### src/rtl/irq_seq_pkg.sv
package irq_seq_pkg;

  typedef enum logic [3:0] {
    S_IDLE,
    S_PUSH_HI,
    S_PUSH_LO,
    S_PUSH_FL,
    S_VEC_LO,
    S_VEC_HI,
    S_POP_FL,
    S_POP_LO,
    S_POP_HI,
    S_LOAD
  } seq_state_t;

  function automatic logic is_push(input seq_state_t s);
    return (s == S_PUSH_HI) || (s == S_PUSH_LO) || (s == S_PUSH_FL);
  endfunction

  function automatic logic is_pop(input seq_state_t s);
    return (s == S_POP_FL) || (s == S_POP_LO) || (s == S_POP_HI);
  endfunction

endpackage

### src/rtl/irq_seq_rst_sync.sv
module irq_seq_rst_sync #(
  parameter int STAGES = 2
) (
  input  logic clk,
  input  logic rst_n,
  output logic rst_sync_n
);

  logic [STAGES-1:0] sync_q;

  always_ff @(posedge clk or negedge rst_n) begin
    if (!rst_n) begin
      sync_q <= '0;
    end else begin
      sync_q <= {sync_q[STAGES-2:0], 1'b1};
    end
  end

  assign rst_sync_n = sync_q[STAGES-1];

endmodule

### src/rtl/irq_seq_arbiter.sv
module irq_seq_arbiter (
  input  logic clk,
  input  logic rst_n,
  input  logic irq_lvl,
  input  logic nmi_n,
  input  logic irq_mask,
  input  logic take,
  output logic want,
  output logic pick_nmi
);

  logic nmi_prev_q, nmi_prev_d;
  logic pend_q, pend_d;
  logic nmi_fall;

  always_comb begin
    nmi_fall   = nmi_prev_q & ~nmi_n;
    nmi_prev_d = nmi_n;
    // a new edge wins over a clear in the same cycle
    pend_d     = nmi_fall | (pend_q & ~take);
  end

  always_ff @(posedge clk or negedge rst_n) begin
    if (!rst_n) begin
      nmi_prev_q <= 1'b1;
      pend_q     <= 1'b0;
    end else begin
      nmi_prev_q <= nmi_prev_d;
      pend_q     <= pend_d;
    end
  end

  assign want     = pend_q | (irq_lvl & ~irq_mask);
  assign pick_nmi = pend_q;

endmodule

### src/rtl/irq_seq_mask.sv
module irq_seq_mask (
  input  logic clk,
  input  logic rst_n,
  input  logic idle,
  input  logic sei_op,
  input  logic cli_op,
  input  logic set_entry,
  input  logic restore_en,
  input  logic restore_val,
  output logic irq_mask
);

  logic mask_q, mask_d;

  always_comb begin
    mask_d = mask_q;
    if (idle) begin
      if (cli_op) mask_d = 1'b0;
      if (sei_op) mask_d = 1'b1;
    end
    if (set_entry)  mask_d = 1'b1;
    if (restore_en) mask_d = restore_val;
  end

  always_ff @(posedge clk or negedge rst_n) begin
    if (!rst_n) begin
      mask_q <= 1'b1;
    end else begin
      mask_q <= mask_d;
    end
  end

  assign irq_mask = mask_q;

endmodule

### src/rtl/irq_seq_stack.sv
module irq_seq_stack #(
  parameter int              DATA_W  = 8,
  parameter logic [DATA_W-1:0] SP_INIT = '1
) (
  input  logic              clk,
  input  logic              rst_n,
  input  logic              dec,
  input  logic              inc,
  output logic [DATA_W-1:0] sp,
  output logic [DATA_W-1:0] sp_up
);

  logic [DATA_W-1:0] sp_q, sp_d;
  logic              sp_en;

  always_comb begin
    sp_up = sp_q + DATA_W'(1);
    sp_en = dec | inc;
    sp_d  = dec ? (sp_q - DATA_W'(1)) : sp_up;
  end

  always_ff @(posedge clk or negedge rst_n) begin
    if (!rst_n) begin
      sp_q <= SP_INIT;
    end else if (sp_en) begin
      sp_q <= sp_d;
    end
  end

  assign sp = sp_q;

endmodule

### src/rtl/irq_seq_fsm.sv
module irq_seq_fsm
  import irq_seq_pkg::*;
(
  input  logic       clk,
  input  logic       rst_n,
  input  logic       start_int,
  input  logic       start_ret,
  output seq_state_t state
);

  seq_state_t state_q, state_d;

  always_comb begin
    state_d = state_q;
    case (state_q)
      S_IDLE: begin
        if (start_ret)      state_d = S_POP_FL;
        else if (start_int) state_d = S_PUSH_HI;
      end
      S_PUSH_HI: state_d = S_PUSH_LO;
      S_PUSH_LO: state_d = S_PUSH_FL;
      S_PUSH_FL: state_d = S_VEC_LO;
      S_VEC_LO:  state_d = S_VEC_HI;
      S_VEC_HI:  state_d = S_LOAD;
      S_POP_FL:  state_d = S_POP_LO;
      S_POP_LO:  state_d = S_POP_HI;
      S_POP_HI:  state_d = S_LOAD;
      S_LOAD:    state_d = S_IDLE;
      default:   state_d = S_IDLE;
    endcase
  end

  always_ff @(posedge clk or negedge rst_n) begin
    if (!rst_n) begin
      state_q <= S_IDLE;
    end else begin
      state_q <= state_d;
    end
  end

  assign state = state_q;

endmodule

### src/rtl/irq_entry_seq.sv
module irq_entry_seq
  import irq_seq_pkg::*;
#(
  parameter int                  DATA_W      = 8,
  parameter logic [DATA_W-1:0]   STACK_PAGE  = 8'h01,
  parameter logic [2*DATA_W-1:0] IRQ_VEC     = 16'hFFFE,
  parameter logic [2*DATA_W-1:0] NMI_VEC     = 16'hFFFA,
  parameter logic [DATA_W-1:0]   SP_INIT     = 8'hFF,
  parameter int                  I_BIT       = 2,
  parameter int                  SYNC_STAGES = 2
) (
  input  logic                  clk,
  input  logic                  rst_n,
  input  logic                  irq_lvl,
  input  logic                  nmi_n,
  input  logic                  instr_done,
  input  logic                  rti_op,
  input  logic                  sei_op,
  input  logic                  cli_op,
  input  logic [2*DATA_W-1:0]   ret_pc,
  input  logic [DATA_W-1:0]     flags_in,
  output logic [2*DATA_W-1:0]   mem_addr,
  output logic                  mem_wr,
  output logic                  mem_rd,
  output logic [DATA_W-1:0]     mem_wdata,
  input  logic [DATA_W-1:0]     mem_rdata,
  output logic                  busy,
  output logic                  irq_mask,
  output logic [DATA_W-1:0]     sp,
  output logic                  pc_load,
  output logic [2*DATA_W-1:0]   pc_new,
  output logic                  flags_load,
  output logic [DATA_W-1:0]     flags_new
);

  localparam int              ADDR_W = 2 * DATA_W;
  localparam logic [DATA_W-1:0] I_SEL = DATA_W'(1) << I_BIT;

  logic              rst_int_n;
  seq_state_t        state;
  logic              idle;
  logic              boundary;
  logic              start_int;
  logic              start_ret;
  logic              want;
  logic              pick_nmi;
  logic              in_push;
  logic              in_pop;
  logic [DATA_W-1:0] sp_up;
  logic [DATA_W-1:0] fl_push;
  logic              popped_mask;

  logic [ADDR_W-1:0] ret_q;
  logic [DATA_W-1:0] flp_q;
  logic              src_nmi_q;
  logic              ret_mode_q;
  logic [DATA_W-1:0] lo_q;
  logic [DATA_W-1:0] hi_q;
  logic [DATA_W-1:0] popfl_q;
  logic              cap_en;
  logic              mode_en;
  logic              lo_en;
  logic              hi_en;
  logic              fl_en;
  logic [ADDR_W-1:0] vec_base;

  irq_seq_rst_sync #(.STAGES(SYNC_STAGES)) u_rst (
    .clk        (clk),
    .rst_n      (rst_n),
    .rst_sync_n (rst_int_n)
  );

  always_comb begin
    idle      = (state == S_IDLE);
    boundary  = idle & instr_done;
    start_ret = boundary & rti_op;
    start_int = boundary & ~rti_op & want;
    in_push   = is_push(state);
    in_pop    = is_pop(state);
    fl_push   = (flags_in & ~I_SEL) | (irq_mask ? I_SEL : '0);
    popped_mask = |(mem_rdata & I_SEL);
  end

  irq_seq_arbiter u_arb (
    .clk      (clk),
    .rst_n    (rst_int_n),
    .irq_lvl  (irq_lvl),
    .nmi_n    (nmi_n),
    .irq_mask (irq_mask),
    .take     (start_int),
    .want     (want),
    .pick_nmi (pick_nmi)
  );

  irq_seq_fsm u_fsm (
    .clk       (clk),
    .rst_n     (rst_int_n),
    .start_int (start_int),
    .start_ret (start_ret),
    .state     (state)
  );

  irq_seq_stack #(.DATA_W(DATA_W), .SP_INIT(SP_INIT)) u_stk (
    .clk   (clk),
    .rst_n (rst_int_n),
    .dec   (in_push),
    .inc   (in_pop),
    .sp    (sp),
    .sp_up (sp_up)
  );

  irq_seq_mask u_msk (
    .clk         (clk),
    .rst_n       (rst_int_n),
    .idle        (idle),
    .sei_op      (sei_op),
    .cli_op      (cli_op),
    .set_entry   (state == S_PUSH_FL),
    .restore_en  (state == S_POP_FL),
    .restore_val (popped_mask),
    .irq_mask    (irq_mask)
  );

  // capture enables
  always_comb begin
    cap_en  = start_int;
    mode_en = start_int | start_ret;
    lo_en   = (state == S_VEC_LO) | (state == S_POP_LO);
    hi_en   = (state == S_VEC_HI) | (state == S_POP_HI);
    fl_en   = (state == S_POP_FL);
  end

  always_ff @(posedge clk or negedge rst_int_n) begin
    if (!rst_int_n) begin
      ret_q      <= '0;
      flp_q      <= '0;
      src_nmi_q  <= 1'b0;
      ret_mode_q <= 1'b0;
      lo_q       <= '0;
      hi_q       <= '0;
      popfl_q    <= '0;
    end else begin
      if (cap_en) begin
        ret_q     <= ret_pc;
        flp_q     <= fl_push;
        src_nmi_q <= pick_nmi;
      end
      if (mode_en) ret_mode_q <= start_ret;
      if (lo_en)   lo_q       <= mem_rdata;
      if (hi_en)   hi_q       <= mem_rdata;
      if (fl_en)   popfl_q    <= mem_rdata;
    end
  end

  // memory port
  always_comb begin
    vec_base  = src_nmi_q ? NMI_VEC : IRQ_VEC;
    mem_addr  = '0;
    mem_wr    = 1'b0;
    mem_rd    = 1'b0;
    mem_wdata = '0;
    case (state)
      S_PUSH_HI: begin
        mem_addr  = {STACK_PAGE, sp};
        mem_wr    = 1'b1;
        mem_wdata = ret_q[ADDR_W-1:DATA_W];
      end
      S_PUSH_LO: begin
        mem_addr  = {STACK_PAGE, sp};
        mem_wr    = 1'b1;
        mem_wdata = ret_q[DATA_W-1:0];
      end
      S_PUSH_FL: begin
        mem_addr  = {STACK_PAGE, sp};
        mem_wr    = 1'b1;
        mem_wdata = flp_q;
      end
      S_VEC_LO: begin
        mem_addr = vec_base;
        mem_rd   = 1'b1;
      end
      S_VEC_HI: begin
        mem_addr = vec_base + ADDR_W'(1);
        mem_rd   = 1'b1;
      end
      S_POP_FL, S_POP_LO, S_POP_HI: begin
        mem_addr = {STACK_PAGE, sp_up};
        mem_rd   = 1'b1;
      end
      default: begin
        mem_addr = '0;
      end
    endcase
  end

  assign busy       = ~idle;
  assign pc_load    = (state == S_LOAD);
  assign pc_new     = {hi_q, lo_q};
  assign flags_load = (state == S_LOAD) & ret_mode_q;
  assign flags_new  = popfl_q;

endmodule

### config.mk
export PLATFORM = sky130hd
export DESIGN_NAME = irq_entry_seq
export DESIGN_NICKNAME = d
export VERILOG_FILES = /design/src/rtl/irq_seq_pkg.sv /design/src/rtl/irq_seq_rst_sync.sv /design/src/rtl/irq_seq_arbiter.sv /design/src/rtl/irq_seq_mask.sv /design/src/rtl/irq_seq_stack.sv /design/src/rtl/irq_seq_fsm.sv /design/src/rtl/irq_entry_seq.sv
export SDC_FILE = /design/constraint.sdc
export NUM_CORES = 1
export LEC_CHECK = 0
export BUFFER_PORTS_ARGS = -buffer_cell sky130_fd_sc_hd__buf_2
export CORE_MARGIN = 2
export CORE_UTILIZATION = 52
export CTS_CLUSTER_DIAMETER = 150
export DETAILED_ROUTE_END_ITERATION = 6
export GPL_TIMING_DRIVEN = 0
export PLACE_DENSITY = 0.81
export SYNTH_ARGS = -nofsm -noshare
export SYNTH_HDL_FRONTEND = slang
export SYNTH_HIERARCHICAL = 1
export SYNTH_SLANG_ARGS = --single-unit
### constraint.sdc
create_clock -name clk -period 2.66 [get_ports clk]
set_input_delay 0.266 -clock clk [delete_from_list [all_inputs] [get_ports clk]]
set_output_delay 0.266 -clock clk [all_outputs]
set_load 0.005 [all_outputs]
== Yosys cells after proc, flatten, opt, wreduce, memory -nomap -nowiden ==
Cells that the tools add are included.

* Register bits after elaboration: 67
* Output and inout bits: 62
* Input port bits: 40
* Logic and storage cells: 73

* Bitwise gates (word level): 20
* $add $sub $neg: 3
* Eq/ne operators: 10
* Reduce and logical (&&, ||, !) cells: 12
* Mux-type cells: 15

{| class="wikitable"
|+ Operators with widths
! kind !! count
|-
| 16-bit case mux with 4 select lines || 1
|-
| 4-bit case mux with 8 select lines || 1
|-
| 8-bit case mux with 3 select lines || 1
|-
| 4-bit by 3-bit equality test with 1-bit output (second input constant) || 4
|-
| 8-bit by 1-bit adder with 8-bit output (second input constant) || 1
|-
| 1-bit bitwise AND || 8
|-
| 4-bit by 2-bit equality test with 1-bit output (second input constant) || 2
|-
| 4-bit equality test (second input constant) || 2
|-
| 4-bit two-way mux || 2
|-
| 8-bit two-way mux || 1
|-
| 8-bit by 3-bit OR with 8-bit output || 1
|-
| 8-bit by 1-bit subtractor with 8-bit output (second input constant) || 1
|-
| 1-bit two-way mux || 7
|-
| 3-bit two-way mux || 2
|-
| 1-bit OR || 6
|-
| 3-bit OR reduction || 2
|-
| 4-bit by 2-bit adder with 5-bit output (second input constant) || 1
|-
| 1-bit NOT || 5
|-
| 5-bit OR reduction || 1
|-
| 4-bit by 1-bit equality test with 1-bit output (second input constant) || 1
|-
| 4-bit logical NOT || 1
|-
| 1-bit logical OR || 4
|-
| 4-bit nonzero test || 1
|-
| 3-bit by 1-bit inequality test with 1-bit output (second input constant) || 1
|-
| other kinds (3) || 3
|}

== Depth between registers and ports, before layout ==
Gate-level depths: netlist (run 1).

* Depth after elaboration: 7
* Gate-level depth with buffers: 7
* Mapped depth without buffers: 6

== Hierarchy ==
Netlist (run 1), hierarchy kept.

{| class="wikitable"
|+ Modules (own cells, without submodules)
! module !! cells each !! sequential area each (µm²) !! instances !! area an instance (µm²)
|-
| irq_entry_seq || 201 || 1,251.2 || 1 || 2,459.9
|-
| irq_seq_stack || 57 || 210.2 || 1 || 554.3
|-
| irq_seq_fsm || 20 || 100.1 || 1 || 195.2
|-
| irq_seq_arbiter || 7 || 51.3 || 1 || 80.1
|-
| irq_seq_mask || 5 || 26.3 || 1 || 55.1
|-
| irq_seq_rst_sync || 3 || 50.0 || 1 || 53.8
|}

== Least setup slack after synthesis (run 1) ==
OpenSTA, ideal clock, no wires.

* Kind: register to register
* Start point: reg u_fsm.state_q[1] (netlist: u_fsm/state[1])
* End point: reg u_stk.sp_q[7] (netlist: u_stk/sp[7])
* Path slack: 250 ps
* Clock period less this slack: 2,410 ps
* Library setup time: 84 ps
* Arrival: 2,326 ps
* Stages on the path, launching flop included: 8
* Path buffers: 2
* Data required time: 2,576 ps
* Cell sequence: dfrtp_1 buf_2 buf_1 nor2_1 nor2_1 or3b_1 or4_1 o2111ai_1

* Cells in the longest elaborated chain, start to end: 4
* Elaborated cells between the ends (all ways): 12
* Classes of those cells: eq/ne: 6; mux: 1; bitwise: 1; reduce/logical: 4

{| class="wikitable"
|+ Ends and longest elaborated chain
! element !! RTL line !! source
|-
| start, declared || irq_seq_fsm.sv:11 || <nowiki>seq_state_t state_q, state_d;</nowiki>
|-
| start signal, assigned || irq_seq_fsm.sv:37 || <nowiki>state_q <= state_d;</nowiki>
|-
| 4-bit by 1-bit equality test with 1-bit output (tied with other cells) || irq_seq_pkg.sv:17 || <nowiki>return (s == S_PUSH_HI) || (s == S_PUSH_LO) || (s == S_PUSH_FL);</nowiki>
|-
| 1-bit logical OR (on tied branches) (2 in series) || irq_seq_pkg.sv:17, irq_seq_pkg.sv:21 ||
|-
| 8-bit two-way mux or 1-bit OR (tied branches) || irq_seq_stack.sv:19, irq_seq_stack.sv:18 ||
|-
| end signal, assigned || irq_seq_stack.sv:26 || <nowiki>sp_q <= sp_d;</nowiki>
|-
| end, declared || irq_seq_stack.sv:13 || <nowiki>logic [DATA_W-1:0] sp_q, sp_d;</nowiki>
|}

Parallel ways exist; a longest one is shown, timed or not.
A chain may end at the register's enable or synchronous reset.

== Worst setup path in the final report (run 1) ==
* Start point: reg u_fsm.state_q[2] (netlist: u_fsm/state[2])
* End point: reg u_stk.sp_q[7] (netlist: u_stk/sp[7])

Same word-level chain as after synthesis.

==> flow_metrics.py, run 1 <==
metrics = {
    "worst_setup_path": {
        "critical_path_class": "flop to flop",
        "critPathMaxStageDelay_ns": 0.54,
        "path_cells": "or2_2 > clkbuf_1 > nor2_4 > or3b_1 > or4_1 > o2111ai_1",
        "rr_startpoint": "u_fsm/state[2]",
        "r2r-end": "u_stk/sp[7]",
        "endpoint_kind": "flop",
        "rrSetupSlack_ns": 0.11,
        "critPathLaunch": "u_fsm/state[2]",
        "worstPathRequired_ns": 2.91,
        "rr_worst_depth": 6,
        "cp.arrival_ns": 2.80,
        "start_kind": "flop",
        "path_max_fanout": 12,
        "critPathSlowestCell": "dfrtp_1",
    },
    "floorplanning": {
        "start_util_pct": 53.5,
        "core_area_um2": 6350,
        "die-area_um2": 7200,
        "num_io_pins": 102,
        "die_y_um": 84.8,
        "die_w_um": 84.8,
        "rows": 29,
    },
    "finish": {
        "antenna_cells": 0,
        "fillers": 514,
        "nNetsFinal": 448,
        "drive_gt1_share_pct": 51.3,
        "area_growth_pct": 24.0,
        "stdcell_area_um2": 4220,
    },
    "timing": {
        "rsz0062_at_grt": "false",
        "worst_pin_slew_ns": 0.602,
        "skew_ns": 0.00900,
        "min_period_ns": 2.55,
        "finalCritPeriodShare_pct": 95.7,
        "setup_ws_ns": 0.114,
        "slew_viol_final": 0,
        "setup_viol": 0,
        "final_hold_viol_count": 0,
        "holdWs_ns": 0.0474,
        "achievable-frequency_mhz": 393,
        "slew_headroom_pct": 59.7,
    },
    "logic_synthesis": {
        "ys_warn_count": 6,
        "synthesis.area_um2": 3400,
        "synthTopCellsByArea": "dfrtp_1 42%, mux2_2 19%, dfstp_2 7.7%",
        "yosysSeqAreaShare_pct": 49.7,
        "synth-edff-count": 0,
        "synth-main-ff-cell": "dfrtp_1",
        "syn_nets": 335,
        "synth_top_area_cell": "dfrtp_1",
        "synth-async-reset-ratio_pct": 100,
        "yosys.area.top_type_share_pct": 42.0,
        "yosys.cell_types.count": 55,
        "synth_commonest_cells": "57 x dfrtp_1, 57 x mux2_2, 26 x nor2_1, 12 x nand2_1, 11 x a21oi_1",
        "synth_area_per_cell_um2": 11.6,
        "synth-seq-cells": 67,
        "postSynthCellCount": 293,
    },
    "min_path": {
        "hold_end": "u_arb/nmi_prev_q",
        "min-delay-start": "nmi_n",
        "hp-class": "input port to flop",
        "holdPathStages": 1,
    },
    "run_status": {
        "status": "completed",
    },
    "route": {
        "routed_wl_um": 7880,
        "wl_per_cell_um": 16.1,
        "antenna_left": 0,
        "num_vias": 2641,
        "drc": 0,
        "dr.pass1.iters": 4,
        "drt-initial-drc-count": 146,
        "drt-vias-per-instance": 5.41,
    },
    "global_route": {
        "antenna_found_initial": 0,
        "grt_max_degree": 40,
        "grt_util_all_layers_pct": 22.7,
        "grt_pass1_vias": 2661,
        "grt_pass1_wl_um": 12800,
        "overflow": 0,
    },
    "clock_tree": {
        "clk_latency_ns": 0.34,
        "cts_tree": "built",
        "clock_path_buffers": 2,
        "clk_pin_slew_ns": 0.07,
        "cts_buffers": 9,
        "cts.sinks": 67,
        "root_buffer": "clkbuf_8",
        "htree_num_levels": 3,
    },
    "run": {
        "max-cap-violations": 0,
    },
    "placement": {
        "gp_congestion": 0.861,
        "placed_area_um2": 4020,
        "preCtsSetupSlack_ns": -0.308,
        "hpwl_um": 5680,
        "portBuffers": 100,
    },
    "pwr": {
        "max-vdd-ir-drop_uv": 629,
        "leakage_nw": 2.02,
        "p_total_mw": 5.27,
        "p_per_area_nw_per_um2": 1250,
    },
}
flip-flops by register name, indices dropped and copies added (netlist names):
| signal | count |
|---|---|
| hi_q | 8 |
| flags_new | 8 |
| flp_q | 8 |
| u_fsm/state | 4 |
| u_stk/sp | 8 |
| u_arb/pick_nmi | 1 |
| u_msk/irq_mask | 1 |
| u_rst/sync_q | 2 |
| u_arb/nmi_prev_q | 1 |
| lo_q | 8 |
| ret_q | 16 |
| ret_mode_q | 1 |
| src_nmi_q | 1 |
stage by stage:
step	util, %	std cells	setup TNS [ns]
floorplan	-	293	0
global placement	62.9	470	-2.01
detailed placement	63.3	471	-0.436
CTS	66.2	488	0
global route	66.4	488	0
finish	66.4	488	0
power by group:
group | switching (mW) | internal, mW | total [mW] | leakage, nW
logic | 1.22 | 1.36 | 2.58 | 1.16
registers | 0.400 | 1.56 | 1.96 | 0.781
clock network | 0.370 | 0.364 | 0.735 | 0.0807
final cells by class:
class                   count  area (µm²)  area share (%)
repair buffers            102         531            12.6
flip-flops and latches     67        1690            40.1
plain buffers              20         121            2.88
multi-input cells         196        1570            37.3
clock buffers              14         153            3.62
well taps                  77        96.3            2.29
inverters                  10        37.5           0.890
clock inverters             2        12.5           0.297
cells in the final DEF, fill, tap and decap left out, types with 5 or more instances in the layout:
cell type  netlist  final
clkbuf_1         5      8
dfrtp_1         57     56
mux2_2          57     57
buf_2            7    106
clkbuf_8         0     10
nand3_1          6      6
nor2b_1          5      5
a22oi_1          8      8
o31ai_1          7      7
dfstp_2         10     10
a21oi_1         11     11
xor2_1           9      9
nor2_1          26     25
buf_4            6      6
nand2_1         12     12
inv_1           10     10
how the worst max path moves through the flow:
| stage | end | cells after the start |
|---|---|---|
| 2_1_floorplan | u_stk/sp[7] | 7 |
| 3_3_place_gp | u_stk/sp[7] | 7 |
| 3_5_place_dp | u_stk/sp[7] | 7 |
| 4_1_cts | u_stk/sp[7] | 7 |
| 5_1_grt | u_stk/sp[7] | 6 |
| 6_report | u_stk/sp[7] | 6 |
cells by family after synthesis:
logic type / count (synthesis) / synth area share, %
AOI/OAI and AO/OA: 49 / 10.2
xor gates and xnor gates: 12 / 3.09
adders and majority gates: 2 / 0.736
buffers and inverters: 30 / 4.45
DFF: 67 / 49.7
muxes: 57 / 18.9
other: 1 / 0.110
and+or+nand+nor: 75 / 12.8
per-layer routing:
layer | global-route usage, % | wire, µm
met5 | 0 | 0
met2 | 37.7 | 4020
met1 | 30.0 | 3410
met3 | 4.09 | 331
met4 | 8.66 | 116
worst max-delay path, delay by kind of cell (launching register included):
| family | cells | cell delay [ns] |
|---|---|---|
| and+or+nand+nor | 4 | 1.55 |
| AOI/OAI and AO/OA | 1 | 0.10 |
| buffers and inverters | 1 | 0.28 |
| DFF | 1 | 0.54 |
timing repair:
action,CTS,global route
pin swaps,0,1
cloned,0,0
endpoints found under the setup margin,8,1
gates resized for setup,4,3
hold buffers,1,0
setup buffers,0,0
endpoints found under the hold margin,2,0
Note: power is estimated with default switching activity, not from simulation.
==> inputs of run 2 (changes only) <==
- PLACE_DENSITY: 0.81 -> 0.79
==> run 2 against run 1 <==
  * Core utilization rose by 0.59 points
  * Sequential cell count did not move
  * Combinational power barely moved
  * Clock power rose by 18%
  * First-iteration DRC count fell by 17%
  * Critical endpoint unchanged
  * Total power rose by 2.5%
  * Count of clock-buffer cells in the layout did not move
==> flow_metrics.py, run 2 (synthesis results as in run 1) <==
metrics = {
    "run_status": {
        "status": "completed",
    },
    "clock_tree": {
        "cts_tree": "built",
        "clock_path_buffers": 2,
        "cts_setup_buffers": 0,
        "root_buffer": "clkbuf_8",
        "cts_buffers": 9,
        "clk_latency_ns": 0.34,
        "clk_pin_slew_ns": 0.07,
        "htree_num_levels": 3,
        "cts.sinks": 67,
    },
    "timing": {
        "slew_headroom_pct": 60.6,
        "finalCritPeriodShare_pct": 95.3,
        "setup_viol": 0,
        "achievable-frequency_mhz": 394,
        "slew_viol_final": 0,
        "worst_pin_slew_ns": 0.592,
        "final_hold_viol_count": 0,
        "min_period_ns": 2.54,
        "skew_ns": 0.0132,
        "setup_ws_ns": 0.124,
        "rsz0062_at_grt": "false",
    },
    "finish": {
        "fin_util_pct": 67.0,
        "regMostFlops": "ret_q",
        "fillers": 515,
        "antenna_cells": 0,
        "drive_gt1_share_pct": 52.2,
        "multi_input_area_um2": 1570,
        "final_cell_mix": "107 x buf_2, 57 x mux2_2, 55 x dfrtp_1, 25 x nor2_1",
        "area_growth_pct": 25.1,
        "nNetsFinal": 447,
        "largest_reg_flops": 16,
        "seqCellArea_um2": 1690,
        "layout_commonest_cell": "buf_2",
    },
    "worst_setup_path": {
        "endpoint_kind": "flop",
        "rrSetupSlack_ns": 0.12,
        "rr_worst_depth": 7,
        "critical_path_class": "flop to flop",
        "cp.arrival_ns": 2.79,
        "worstPathRequired_ns": 2.91,
        "r2r-end": "u_stk/sp[7]",
        "critPathLaunch": "u_fsm/state[1]",
        "crit_end": "u_stk/sp[7]",
        "rr_startpoint": "u_fsm/state[1]",
        "path_max_fanout": 10,
        "start_kind": "flop",
    },
    "pwr": {
        "leakage_nw": 2.04,
        "p_per_area_nw_per_um2": 1270,
        "max-vdd-ir-drop_uv": 748,
    },
    "min_path": {
        "min-delay-start": "nmi_n",
        "hp-class": "input port to flop",
    },
    "placement": {
        "preCtsSetupSlack_ns": -0.255,
        "hpwl_um": 5580,
        "gp_congestion": 0.858,
        "portBuffers": 100,
    },
    "route": {
        "num_vias": 2663,
        "drc": 0,
        "drt-initial-drc-count": 121,
        "antenna_left": 0,
        "dr.pass1.iters": 6,
        "drt-vias-per-instance": 5.47,
        "routed_wl_um": 7800,
        "wl_per_cell_um": 16.0,
    },
    "run": {
        "max-cap-violations": 0,
    },
    "global_route": {
        "grt_util_all_layers_pct": 22.7,
        "grt_pass1_vias": 2582,
        "antenna_found_initial": 0,
        "grt_max_degree": 41,
        "overflow": 0,
        "grt_pass1_wl_um": 12800,
    },
    "floorplanning": {
        "die_w_um": 84.8,
        "die-area_um2": 7200,
        "rows": 29,
        "start_util_pct": 53.5,
        "core_area_um2": 6350,
        "die_y_um": 84.8,
        "num_io_pins": 102,
    },
}
[run 2: changes by cell type in the layout (fill, tap and decap cells not counted)]
| cell | previous run | this run |
|---|---|---|
| clkbuf_1 | 8 | 5 |
| clkbuf_8 | 10 | 12 |
| buf_2 | 106 | 107 |
| bufinv_16 | 0 | 1 |
| clkbuf_4 | 2 | 1 |
| clkinvlp_4 | 1 | 0 |
| dfrtp_1 | 56 | 55 |
| dfrtp_2 | 1 | 2 |
[run 2: timing repair]
action | CTS | global route
endpoints found under the setup margin | 5 | 4
resized for setup | 3 | 4
endpoints found under the hold margin | 2 | 0
hold buffers | 1 | 0
[run 2: layout make-up]
cell class	count	share of cell area, %
Multi-Input combinational cell	196	37.0
Tap cell	77	2.27
Sequential cell	67	39.8
Timing Repair Buffer	102	12.5
Inverter	10	0.883
Clock inverter	2	0.824
Buffer	19	2.71
Clock buffer	14	4.06
[run 2: report_power, final]
part | switching, mW | leakage, nW | total [mW] | internal [mW]
clock network | 0.359 | 0.107 | 0.868 | 0.509
logic | 1.20 | 1.16 | 2.56 | 1.35
registers | 0.415 | 0.780 | 1.98 | 1.57
total | 1.98 | 2.04 | 5.40 | 3.43
[run 2: critical path, cell delays in order, from the launching register on]
cell,delay [ns]
dfrtp_1,0.47
clkbuf_4,0.31
buf_2,0.31
nor2_1,0.15
nor2_4,0.19
or3b_1,0.45
or4_1,0.48
o2111ai_1,0.09
[run 2: through the flow]
step / setup TNS, ns / hold slack (ns) / area [µm²] / cells / power (mW)
2_1_floorplan: 0 / -0.0296 / 3400 / 293 / 3.57
3_3_place_gp: -1.41 / 0.0519 / 4000 / 470 / 4.39
3_5_place_dp: -0.293 / 0.0540 / 4020 / 471 / 4.51
4_1_cts: 0 / 0.0307 / 4240 / 488 / 5.41
5_1_grt: 0 / 0.0373 / 4250 / 487 / 5.80
6_report: 0 / 0.0461 / 4250 / 487 / 5.40
[run 2: worst min path at each step]
stage / slack (ns) / end / cells after the start
after detailed placement: 0.05 / u_rst/sync_q[0] / 1
after global placement: 0.05 / u_rst/sync_q[0] / 1
after floorplan: -0.03 / u_rst/sync_q[0] / 0
final: 0.05 / u_arb/nmi_prev_q / 1
after global routing: 0.04 / u_arb/nmi_prev_q / 1
after CTS: 0.03 / u_arb/nmi_prev_q / 1
[run 2: routing by layer]
layer  GRT usage, %  wire length, µm
met3           5.64              453
met4           8.08               91
met2           36.0             3760
met1           30.8             3500
met5              0                0
